--- src/rtl/vsc_pkg.sv ---
package vsc_pkg;
    localparam int unsigned IW     = 32;
    localparam int unsigned OPW    = 5;
    localparam int unsigned RIW    = 3;
    localparam int unsigned IMMW   = 16;
    localparam int unsigned NREG   = 1 << RIW;
    localparam int unsigned MEMREG = 1;

    typedef enum logic [OPW-1:0] {
        OP_NOP  = 5'd0,
        OP_ADDI = 5'd1,
        OP_ADD  = 5'd2,
        OP_SUB  = 5'd3,
        OP_JMP  = 5'd4,
        OP_BZ   = 5'd5,
        OP_LOOP = 5'd6,
        OP_LD   = 5'd7,
        OP_ST   = 5'd8
    } ctl_op_e;

    typedef enum logic {
        ALU_ADD = 1'b0,
        ALU_SUB = 1'b1
    } alu_fn_e;

    typedef struct packed {
        logic            vec;
        logic [OPW-1:0]  op;
        logic [RIW-1:0]  ra;
        logic [RIW-1:0]  rb;
        logic [3:0]      rsvd;
        logic [IMMW-1:0] imm;
    } instr_t;

    typedef struct packed {
        logic    legal;
        logic    is_vec;
        logic    rf_we;
        logic    use_imm;
        alu_fn_e fn;
        logic    is_jmp;
        logic    is_bz;
        logic    is_loop;
        logic    is_ld;
        logic    is_st;
    } ctl_t;
endpackage

--- src/rtl/vsc_decode.sv ---
module vsc_decode
    import vsc_pkg::*;
(
    input  instr_t ir,
    output ctl_t   ctl
);
    always_comb begin
        ctl       = '0;
        ctl.fn    = ALU_ADD;
        ctl.legal = (ir.rsvd == '0);
        if (ctl.legal) begin
            if (ir.vec) begin
                ctl.is_vec = 1'b1;
            end else begin
                case (ctl_op_e'(ir.op))
                    OP_ADDI: begin ctl.rf_we = 1'b1; ctl.use_imm = 1'b1; end
                    OP_ADD:  begin ctl.rf_we = 1'b1; end
                    OP_SUB:  begin ctl.rf_we = 1'b1; ctl.fn = ALU_SUB; end
                    OP_JMP:  ctl.is_jmp = 1'b1;
                    OP_BZ:   ctl.is_bz = 1'b1;
                    OP_LOOP: ctl.is_loop = 1'b1;
                    OP_LD:   begin ctl.is_ld = 1'b1; ctl.use_imm = 1'b1; end
                    OP_ST:   begin ctl.is_st = 1'b1; ctl.use_imm = 1'b1; end
                    default: ;
                endcase
            end
        end
    end
endmodule

--- src/rtl/vsc_alu.sv ---
module vsc_alu
    import vsc_pkg::*;
#(
    parameter int unsigned DW = 16
) (
    input  logic [DW-1:0] a,
    input  logic [DW-1:0] b,
    input  alu_fn_e       fn,
    output logic [DW-1:0] y
);
    always_comb begin
        case (fn)
            ALU_SUB: y = a - b;
            default: y = a + b;
        endcase
    end
endmodule

--- src/rtl/vsc_regfile.sv ---
module vsc_regfile
    import vsc_pkg::*;
#(
    parameter int unsigned DW = 16
) (
    input  logic           clk,
    input  logic           rst_n,
    input  logic           we,
    input  logic [RIW-1:0] waddr,
    input  logic [DW-1:0]  wdata,
    input  logic [RIW-1:0] raddr_a,
    output logic [DW-1:0]  rdata_a,
    input  logic [RIW-1:0] raddr_b,
    output logic [DW-1:0]  rdata_b
);
    logic [DW-1:0] rf_d [NREG];
    logic [DW-1:0] rf_q [NREG];

    for (genvar g = 0; g < NREG; g++) begin : g_reg
        if (g == 0) begin : g_zero
            assign rf_d[g] = '0;
        end else begin : g_gpr
            assign rf_d[g] = (we && waddr == RIW'(g)) ? wdata : rf_q[g];
        end
    end

    always_ff @(posedge clk or negedge rst_n) begin
        if (!rst_n) begin
            for (int i = 0; i < NREG; i++) rf_q[i] <= '0;
        end else begin
            for (int i = 0; i < NREG; i++) rf_q[i] <= rf_d[i];
        end
    end

    assign rdata_a = rf_q[raddr_a];
    assign rdata_b = rf_q[raddr_b];


    r0_zero_chk: assert property (@(posedge clk) disable iff (!rst_n)
        (raddr_a == '0) |-> (rdata_a == '0));
endmodule

--- src/rtl/vsc_top.sv ---
module vsc_top
    import vsc_pkg::*;
#(
    parameter int unsigned DW  = 16,
    parameter int unsigned PCW = 8
) (
    input  logic            clk,
    input  logic            rst_n,
    output logic [PCW-1:0]  imem_addr,
    input  logic [IW-1:0]   imem_data,
    output logic            pe_valid,
    output logic [OPW-1:0]  pe_op,
    output logic [RIW-1:0]  pe_ra,
    output logic [RIW-1:0]  pe_rb,
    output logic [IMMW-1:0] pe_imm,
    output logic            mem_req,
    output logic            mem_we,
    output logic [DW-1:0]   mem_addr,
    output logic [DW-1:0]   mem_wdata,
    input  logic            mem_rvalid,
    input  logic [DW-1:0]   mem_rdata
);
    typedef struct packed {
        logic [PCW-1:0]  pc;
        instr_t          ir;
        logic            ir_v;
        logic [PCW-1:0]  ir_pc;
        logic            wait_ld;
        logic            loop_on;
        logic [DW-1:0]   loop_cnt;
        logic [PCW-1:0]  loop_start;
        logic [PCW-1:0]  loop_end;
        logic            pe_v;
        logic [OPW-1:0]  pe_op;
        logic [RIW-1:0]  pe_ra;
        logic [RIW-1:0]  pe_rb;
        logic [IMMW-1:0] pe_imm;
        logic            mreq;
        logic            mwe;
        logic [DW-1:0]   maddr;
        logic [DW-1:0]   mwdata;
    } st_t;

    st_t q, d;

    ctl_t           ctl;
    logic [DW-1:0]  rd_a, rd_b, alu_a, alu_b, alu_y, imm_x;
    logic           rf_we;
    logic [RIW-1:0] rf_wa;
    logic [DW-1:0]  rf_wd;
    logic           redirect, take, at_end, loop_hit, loop_step;
    logic [PCW-1:0] target;

    vsc_decode u_dec (
        .ir  (q.ir),
        .ctl (ctl)
    );

    vsc_regfile #(.DW(DW)) u_rf (
        .clk     (clk),
        .rst_n   (rst_n),
        .we      (rf_we),
        .waddr   (rf_wa),
        .wdata   (rf_wd),
        .raddr_a (q.ir.ra),
        .rdata_a (rd_a),
        .raddr_b (q.ir.rb),
        .rdata_b (rd_b)
    );

    assign imm_x = DW'(q.ir.imm);
    assign alu_a = ctl.use_imm ? rd_b  : rd_a;
    assign alu_b = ctl.use_imm ? imm_x : rd_b;

    vsc_alu #(.DW(DW)) u_alu (
        .a  (alu_a),
        .b  (alu_b),
        .fn (ctl.fn),
        .y  (alu_y)
    );

    always_comb begin
        d = q;
        d.pe_v   = 1'b0;
        d.pe_op  = '0;
        d.pe_ra  = '0;
        d.pe_rb  = '0;
        d.pe_imm = '0;
        d.mreq   = 1'b0;
        d.mwe    = 1'b0;
        d.maddr  = '0;
        d.mwdata = '0;
        rf_we    = 1'b0;
        rf_wa    = '0;
        rf_wd    = '0;
        redirect = 1'b0;
        take     = 1'b0;
        at_end   = 1'b0;
        loop_hit = 1'b0;
        loop_step = 1'b0;
        target   = q.ir_pc + 1'b1;

        // fetch stage default
        d.ir    = instr_t'(imem_data);
        d.ir_v  = 1'b1;
        d.ir_pc = q.pc;
        d.pc    = q.pc + 1'b1;

        if (q.wait_ld) begin
            if (mem_rvalid) begin
                rf_we     = 1'b1;
                rf_wa     = RIW'(MEMREG);
                rf_wd     = mem_rdata;
                d.wait_ld = 1'b0;
            end else begin
                d.ir    = q.ir;
                d.ir_v  = 1'b0;
                d.ir_pc = q.ir_pc;
                d.pc    = q.pc;
            end
        end else if (q.ir_v) begin
            at_end   = q.loop_on && (q.ir_pc == q.loop_end);
            loop_hit = at_end && (q.loop_cnt != '0);
            if (loop_hit) target = q.loop_start;

            if (ctl.is_vec) begin
                d.pe_v   = 1'b1;
                d.pe_op  = q.ir.op;
                d.pe_ra  = q.ir.ra;
                d.pe_rb  = q.ir.rb;
                d.pe_imm = q.ir.imm;
            end
            if (ctl.rf_we) begin
                rf_we = 1'b1;
                rf_wa = q.ir.ra;
                rf_wd = alu_y;
            end
            if (ctl.is_ld) begin
                d.mreq    = 1'b1;
                d.maddr   = alu_y;
                d.wait_ld = 1'b1;
                redirect  = 1'b1;
            end
            if (ctl.is_st) begin
                d.mreq   = 1'b1;
                d.mwe    = 1'b1;
                d.maddr  = alu_y;
                d.mwdata = rd_a;
            end
            if (ctl.is_loop) begin
                d.loop_on    = 1'b1;
                d.loop_cnt   = rd_a;
                d.loop_start = q.ir_pc + 1'b1;
                d.loop_end   = q.ir.imm[PCW-1:0];
            end

            take = ctl.is_jmp || (ctl.is_bz && rd_a == '0);
            if (take) begin
                redirect = 1'b1;
                target   = q.ir.imm[PCW-1:0];
            end else if (at_end) begin
                if (loop_hit) begin
                    loop_step  = 1'b1;
                    d.loop_cnt = q.loop_cnt - 1'b1;
                    redirect   = 1'b1;
                end else begin
                    d.loop_on = 1'b0;
                end
            end

            if (redirect) begin
                d.pc   = target;
                d.ir_v = 1'b0;
            end
        end
    end

    always_ff @(posedge clk or negedge rst_n) begin
        if (!rst_n) q <= '0;
        else        q <= d;
    end

    assign imem_addr = q.pc;
    assign pe_valid  = q.pe_v;
    assign pe_op     = q.pe_op;
    assign pe_ra     = q.pe_ra;
    assign pe_rb     = q.pe_rb;
    assign pe_imm    = q.pe_imm;
    assign mem_req   = q.mreq;
    assign mem_we    = q.mwe;
    assign mem_addr  = q.maddr;
    assign mem_wdata = q.mwdata;


    pe_idle_chk: assert property (@(posedge clk) disable iff (!rst_n)
        !q.pe_v |-> (q.pe_op == '0 && q.pe_ra == '0 && q.pe_rb == '0 && q.pe_imm == '0));


    stall_nop_chk: assert property (@(posedge clk) disable iff (!rst_n)
        (q.wait_ld && $past(q.wait_ld)) |-> !q.pe_v);


    ld_wait_chk: assert property (@(posedge clk) disable iff (!rst_n)
        (q.mreq && !q.mwe) |-> q.wait_ld);


    one_req_chk: assert property (@(posedge clk) disable iff (!rst_n)
        (q.wait_ld && $past(q.wait_ld)) |-> !q.mreq);


    rvalid_expect_chk: assert property (@(posedge clk) disable iff (!rst_n)
        mem_rvalid |-> q.wait_ld);


    redirect_flush_chk: assert property (@(posedge clk) disable iff (!rst_n)
        redirect |=> !q.ir_v);


    loop_dec_chk: assert property (@(posedge clk) disable iff (!rst_n)
        loop_step |=> (q.loop_cnt == $past(q.loop_cnt) - 1'b1));
endmodule

--- config.mk ---
export PLATFORM = sky130hd
export DESIGN_NAME = vsc_top
export DESIGN_NICKNAME = d
export VERILOG_FILES = /design/src/rtl/vsc_pkg.sv /design/src/rtl/vsc_decode.sv /design/src/rtl/vsc_alu.sv /design/src/rtl/vsc_regfile.sv /design/src/rtl/vsc_top.sv
export SDC_FILE = /design/constraint.sdc
export NUM_CORES = 1
export LEC_CHECK = 0
export BUFFER_PORTS_ARGS = -buffer_cell sky130_fd_sc_hd__buf_2
export CAP_MARGIN = 10
export CORE_MARGIN = 5
export CORE_UTILIZATION = 30
export DETAILED_ROUTE_END_ITERATION = 8
export PLACE_DENSITY_LB_ADDON = 0.25
export RECOVER_POWER = 100
export REMOVE_ABC_BUFFERS = 1
export SLEW_MARGIN = 20
export SYNTH_ARGS = -nofsm -noshare
export SYNTH_HDL_FRONTEND = slang
export SYNTH_SLANG_ARGS = --single-unit
--- constraint.sdc ---
create_clock -name clk -period 5.1 [get_ports clk]
set_input_delay 0.51 -clock clk [delete_from_list [all_inputs] [get_ports clk]]
set_output_delay 0.51 -clock clk [all_outputs]
set_load 0.005 [all_outputs]
==> run_results.csv, run 1 <==
group,metric,value,unit
placed_design,io_buffers,120,
worst_setup_path,ff2ff_setup_slack,0.16,ns
power,vdd_ir_drop_max,167,uV
floorplanning,io_pins,121,
drt,ant_nets,0,
clocking,cts_inserted_buffers,34,
worst_setup_path,r2r_cells,18,
yosys,netlist_instances,1491,
drt,vias,11434,
power,p_leak,7.76,nW
worst_hold_path,hp-start,"imem_data[31]",
grt,grt_usage,17.3,%
drt,drtPass1Iterations,5,
yosys,synth_seq_cells,257,
worst_setup_path,cp_max_fo,6,
timing,fmax,203,MHz
power,p_sw,1.61,mW
floorplanning,die_y,229,um
clocking,clk_path_buf_depth,3,
timing,hold_viol_final,0,
worst_setup_path,arrival,5.41,ns
placed_design,dp_cells,2163,
run,drv_cap,5,
floorplanning,die_area,52700,sq um
worst_setup_path,slowest_delay,0.79,ns
clocking,clkSinkCount,257,
yosys,synth_top_area_share,44.5,%
worst_setup_path,crit_type,"register to register",
power,p_int,4.19,mW
grt,grt_max_degree,120,
floorplanning,initial_utilization,30.3,%
power,power_frac_seq,40.1,%
yosys,netlist_top_cells_area,"dfrtp_1 44%, nand2_1 6.2%, mux2i_1 5.0%",
yosys,async_flop_share,100,%
floorplanning,die_width,229,um
drt,wl_per_cell,21.0,um
yosys,synthFlopType,"dfrtp_1",
drt,totalWireLength,46.5,mm
worst_setup_path,critPathCaptureType,"register",
worst_setup_path,worst_path_max_delay_cell,"a221oi_1",
finish,drive_gt1_share,20.3,%
timing,fin_crit_sh,96.8,%
clocking,clk_pin_slew,0.06,ns
clocking,hold_buffers,0,
drt,drt_iter0_markers,835,
yosys,avgSynthCellArea,9.69,sq um
yosys,yosysSeqAreaShare,44.5,%
yosys,synth-edff-count,0,
clocking,clk_latency,0.54,ns
finish,fin_cells,2221,
drt,avgViaCountPerCell,5.15,
clocking,root_buffer,"clkbuf_16",
timing,relSlewSlack,-80.4,%
clocking,cts_tree,"built",
power,pwr-share-clk,44.2,%
grt,grt-ovfl-total,0,
power,finalPower,5.81,mW
worst_hold_path,whs_endpoint,"q[136]",
timing,fin_crit,4.94,ns
placed_design,gp_congestion,0.895,
finish,antennaDiodeCount,0,
worst_hold_path,whs_path_depth,3,
worst_setup_path,r2r-end,"u_rf.rf_q[47]",
yosys,yosysMostFrequentCell,"dfrtp_1",
worst_setup_path,cp-start-kind,"register",
timing,setup-violations-final,0,
grt,first_global_vias,11572,
outcome,failed_checks,"max-capacitance violations, max-slew violations",
floorplanning,placementRows,80,
worst_setup_path,reg2reg_from,"q[126]",
worst_setup_path,critPathRequiredTime,5.58,ns
floorplanning,core,47700,sq um
power,switching_share,27.8,%
clocking,htreeDepth,2,
finish,final_nets,1658,
outcome,status,"complete, but fails checks",
drt,route.detailed.drc,0,
timing,drv_slew,328,
grt,grt_pass1_wl,71.9,mm
timing,worst_slew_pin_slew,2.71,ns
yosys,synth_area,14500,sq um
placed_design,post-dp-hpwl,33.9,mm
grt,antenna_found_initial,0,
yosys,ys_warn_count,0,
power,comb_power_share,15.7,%
worst_hold_path,hold_path.class,"input pin to register",
yosys,ys_top_cells_by_count,"257 x dfrtp_1, 239 x nand2_1, 119 x nor2_1, 103 x o21ai_0, 93 x a21oi_1",
yosys,yosys.area.top_type,"dfrtp_1",
yosys,ys_types,86,
finish,area_delta_synth_final,16.0,%
timing,skew,0.0172,ns
worst_setup_path,worstPathCellList,"nor2b_1 > buf_4 > a221oi_1 > a221oi_1 > or3_1 > mux2i_1 > a21oi_1 > xor2_1 > ha_1 > nand2_1 > o21ai_0 > or4_1 > a21oi_1 > a21bo_2 > a31oi_1 > xnor3_2 > nor2_2 > mux2_2",
power,pwr_density_cell,346,nW/um^2
[layer usage]
| layer | up-vias | wire length (um) | global-route usage, % |
|---|---|---|---|
| met5 | - | 0 | 0 |
| met4 | 0 | 1560 | 5.79 |
| li1 | 5370 | - | - |
| met3 | 81 | 2120 | 2.95 |
| met2 | 320 | 21600 | 27.8 |
| met1 | 5663 | 21300 | 23.8 |
[cell usage in the layout (no fill, tap or decap), types with 29 or more instances in the layout]
master	count
dfrtp_1	255
nand2_1	240
nor2_1	118
o21ai_0	100
a21oi_1	93
buf_4	87
buf_2	76
mux2i_1	71
clkbuf_1	53
mux2_2	45
clkbuf_16	37
nor3_1	29
[worst max-delay path by stage]
stage,start,endpoint,slack (ns)
global placement,q[126],u_rf.rf_q[60],0.03
finish,q[126],u_rf.rf_q[47],0.16
floorplan,q[126],u_rf.rf_q[14],-0.55
CTS,q[126],u_rf.rf_q[62],0.007
detailed placement,q[126],u_rf.rf_q[44],-0.04
global route,q[126],u_rf.rf_q[12],-0.01
[flip-flops by register name, indices dropped and copies added, names as in the netlist, 3 cells and up]
name,cells
q,59
u_rf.rf_q,112
mem_wdata,16
pe_rb,3
mem_addr,16
imem_addr,8
imm_x,16
pe_imm,16
pe_op,5
pe_ra,3
[final cells by class]
type / count / area (sq um)
Tap cell: 615 / 769
Sequential cell: 257 / 6430
Timing Repair Buffer: 215 / 1260
Clock inverter: 10 / 181
Inverter: 24 / 90.1
Clock buffer: 47 / 1010
Fill cell: 4860 / 31000
Multi-Input combinational cell: 1053 / 7020
[metrics by stage]
step	util, %	hold WS [ns]	area [sq um]	setup TNS, ns	setup slack (ns)
floorplan	-	0.214	13500	-14.28	-0.548
global placement	32.7	0.450	15600	0	0.0285
detailed placement	32.7	0.450	15600	-0.160	-0.0359
CTS	35.2	0.0608	16800	0	0.00680
global route	35.1	0.172	16800	-0.0136	-0.0136
finish	35.1	0.181	16800	0	0.164
[power groups by stage]
| stage | Combinational, mW | Sequential, mW | Clock, mW |
|---|---|---|---|
| 2_1_floorplan | 0.520 | 2.32 | 0 |
| 3_3_place_gp | 0.900 | 2.36 | 0 |
| 3_5_place_dp | 0.911 | 2.36 | 0 |
| 4_1_cts | 0.916 | 2.33 | 2.62 |
| 5_1_grt | 1.00 | 2.35 | 2.71 |
| 6_report | 0.912 | 2.33 | 2.56 |
[what timing repair did]
action,CTS,global route
hold endpoints to repair,0,0
endpoints found under the setup margin,6,39
gates resized for setup,1,14
setup buffers,0,1
[logic make-up (layout without fill, tap and decap cells)]
family	Yosys count	in the layout	share of synthesized area, %
flops	257	257	44.5
compound gates	325	325	14.4
simple gates	515	515	16.5
fa+ha+maj	22	22	1.96
mux	149	149	12.7
buf+inv	181	296	7.32
xor+xnor	42	42	2.64
[worst max-delay path: cells and delay by family, from the launching register on]
kind / cells / cell delay [ns]
xor gates and xnor gates: 2 / 0.70
DFF: 1 / 0.41
AOI/OAI and AO/OA: 7 / 1.76
buffers and inverters: 1 / 0.20
and+or+nand+nor: 5 / 1.27
adders and majority gates: 1 / 0.27
muxes: 2 / 0.26
Note: power is estimated with default switching activity, not from simulation.
==> inputs of run 2 (changes only) <==
==> constraint.sdc (replaced) <==
create_clock -name clk -period 5.2 [get_ports clk]
set_input_delay 0.52 -clock clk [delete_from_list [all_inputs] [get_ports clk]]
set_output_delay 0.52 -clock clk [all_outputs]
set_load 0.005 [all_outputs]
==> run 2 against run 1 <==
Sequential cell count unchanged; via count down 0.85%; worst hold slack got worse by 0.029 ns; sequential power fell by 2%; worst setup slack gained 0.11 ns; the flow still finishes with violations (max-capacitance violations, max-slew violations); first-iteration DRC count grew 8.1%; critical path type unchanged.
==> run_results.csv, run 2 (synthesized netlist as in run 1, its figures left out) <==
group,metric,value,unit
worst_hold_path,whs_endpoint,"imm_x[2]",
placed_design,gp_congestion,0.899,
finish,top_regs,"u_rf.rf_q: 112 flops, q: 59 flops",
grt,grt-ovfl-total,0,
placed_design,io_buffers,120,
floorplanning,die_width,229,um
drt,wl_per_cell,20.8,um
timing,relSlewSlack,-78.4,%
timing,worst_slew_pin_slew,2.68,ns
drt,ant_nets,0,
clocking,htreeDepth,1,
timing,fin_hold_ws,0.152,ns
worst_setup_path,r2r-end,"u_rf.rf_q[63]",
grt,grt_pass1_wl,71.0,mm
clocking,cts_inserted_buffers,31,
worst_setup_path,path_buf_inv,2,
timing,hold_viol_final,0,
floorplanning,placementRows,80,
worst_setup_path,crit_path_start,"q[128]",
clocking,clk_pin_slew,0.06,ns
worst_setup_path,arrival,5.43,ns
finish,area_delta_synth_final,13.4,%
timing,fmax,203,MHz
drt,route.detailed.drc,0,
clocking,clk_path_buf_depth,3,
worst_setup_path,cp_max_fo,32,
finish,largest_register_ffs,112,
finish,drive_gt1_share,17.7,%
grt,grt_max_degree,121,
outcome,status,"complete, but fails checks",
timing,skew,0.0114,ns
power,vdd_ir_drop_max,233,uV
finish,multi_input_area,7000,sq um
finish,fill_cells,4901,
floorplanning,initial_utilization,30.3,%
outcome,failed_checks,"max-capacitance violations, max-slew violations",
finish,final-seq-area,6430,sq um
grt,first_global_vias,11603,
worst_setup_path,critPathCaptureType,"register",
finish,final_common_cell,"dfrtp_1",
drt,drtPass1Iterations,6,
worst_setup_path,worst_path_max_delay_cell,"clkbuf_1",
grt,antenna_found_initial,0,
worst_setup_path,ff2ff_setup_slack,0.28,ns
timing,drv_slew,313,
drt,avgViaCountPerCell,5.14,
finish,largest-register,"u_rf.rf_q",
worst_setup_path,r2r_cells,14,
worst_hold_path,hold_path.class,"input pin to register",
run,drv_cap,6,
worst_setup_path,crit_type,"register to register",
drt,drt_iter0_markers,903,
timing,setup-violations-final,0,
finish,mostFrequentLayoutCells,"255 x dfrtp_1, 241 x nand2_1, 119 x nor2_1, 103 x o21ai_0, 93 x a21oi_1",
timing,fin_crit,4.92,ns
worst_setup_path,slowest_delay,0.72,ns
clocking,root_buffer,"clkbuf_16",
worst_setup_path,reg2reg_from,"q[128]",
worst_setup_path,cp-start-kind,"register",
clocking,clk_latency,0.57,ns
floorplanning,core,47700,sq um
finish,utilization,34.3,%
placed_design,post-dp-hpwl,33.6,mm
floorplanning,io_pins,121,
worst_setup_path,critPathRequiredTime,5.71,ns
power,p_leak,7.51,nW
timing,fin_crit_sh,94.7,%
floorplanning,die_y,229,um
worst_hold_path,whs_path_depth,3,
worst_hold_path,hp-start,"imem_data[2]",
grt,grt_usage,17.1,%
worst_setup_path,worstPathCellList,"buf_4 > clkbuf_1 > mux2_1 > a22o_1 > mux2i_1 > o21ai_0 > ha_1 > or4_1 > a21oi_1 > a21bo_2 > a31oi_1 > xnor3_1 > nor2_2 > mux2_2",
worst_setup_path,cp_top_family,"buffers and inverters",
power,finalPower,5.28,mW
drt,totalWireLength,45.8,mm
clocking,clkSinkCount,257,
drt,vias,11337,
clocking,cts_tree,"built",
finish,antennaDiodeCount,0,
floorplanning,die_area,52700,sq um
finish,final_nets,1639,
power,pwr_density_cell,322,nW/um^2
-- run 2: changes by cell type in the layout (fill, tap and decap cells not counted), sizes merged --
cell / before / now
inv: 24 / 23
clkinvlp: 1 / 4
bufinv: 5 / 2
clkinv: 4 / 11
buf: 165 / 128
clkbuf: 97 / 112
-- run 2: cell type report --
class / instances / area share [%]
Multi-Input combinational cell: 1053 / 42.7
Timing Repair Buffer: 199 / 6.66
Sequential cell: 257 / 39.2
Clock buffer: 41 / 5.27
Clock inverter: 16 / 0.901
Tap cell: 615 / 4.69
Inverter: 24 / 0.550
-- run 2: per-stage QoR --
step                      cell area [sq um]  setup WS, ns  cells  TNS (ns)
after global routing                  16400      -0.00908   2205   -0.0178
after floorplan                       13500        -0.448   1334    -10.52
after detailed placement              15500        0.0552   2147         0
after global placement                15500         0.198   2147         0
after CTS                             16500        0.0145   2204         0
final                                 16400         0.278   2205         0
-- run 2: worst max path at each step --
stage          cells after the start             to  slack, ns
2_1_floorplan                     17  u_rf.rf_q[14]      -0.45
3_3_place_gp                      18  u_rf.rf_q[62]       0.20
3_5_place_dp                      18  u_rf.rf_q[63]       0.06
4_1_cts                           18  u_rf.rf_q[63]       0.01
5_1_grt                           19  u_rf.rf_q[63]     -0.009
6_report                          14  u_rf.rf_q[63]       0.28
-- run 2: worst register-to-register path, cell delays in order (launching register included) --
cell and delay, ns:
dfrtp_2 0.43, buf_4 0.48, clkbuf_1 0.72, mux2_1 0.40
a22o_1 0.23, mux2i_1 0.29, o21ai_0 0.13, ha_1 0.24
or4_1 0.53, a21oi_1 0.13, a21bo_2 0.25, a31oi_1 0.17
xnor3_1 0.52, nor2_2 0.18, mux2_2 0.16
-- run 2: where the power goes --
group	switching, mW	internal (mW)
Sequential	0.164	2.12
Clock	0.872	1.26
Combinational	0.501	0.363
-- run 2: metal layers --
metal / global-route usage [%] / vias up / wire length [um]
met5: 0 / - / 0
met4: 6.56 / 0 / 2000
met3: 2.66 / 87 / 2350
met2: 27.3 / 332 / 20800
met1: 23.4 / 5578 / 20700
li1: - / 5340 / -
-- run 2: timing repair --
item | in CTS | in global routing
resized for setup | 0 | 14
setup buffers | 0 | 1
endpoints found under the hold margin | 0 | 0
hold buffers | 0 | 0
setup endpoints to repair | 0 | 44
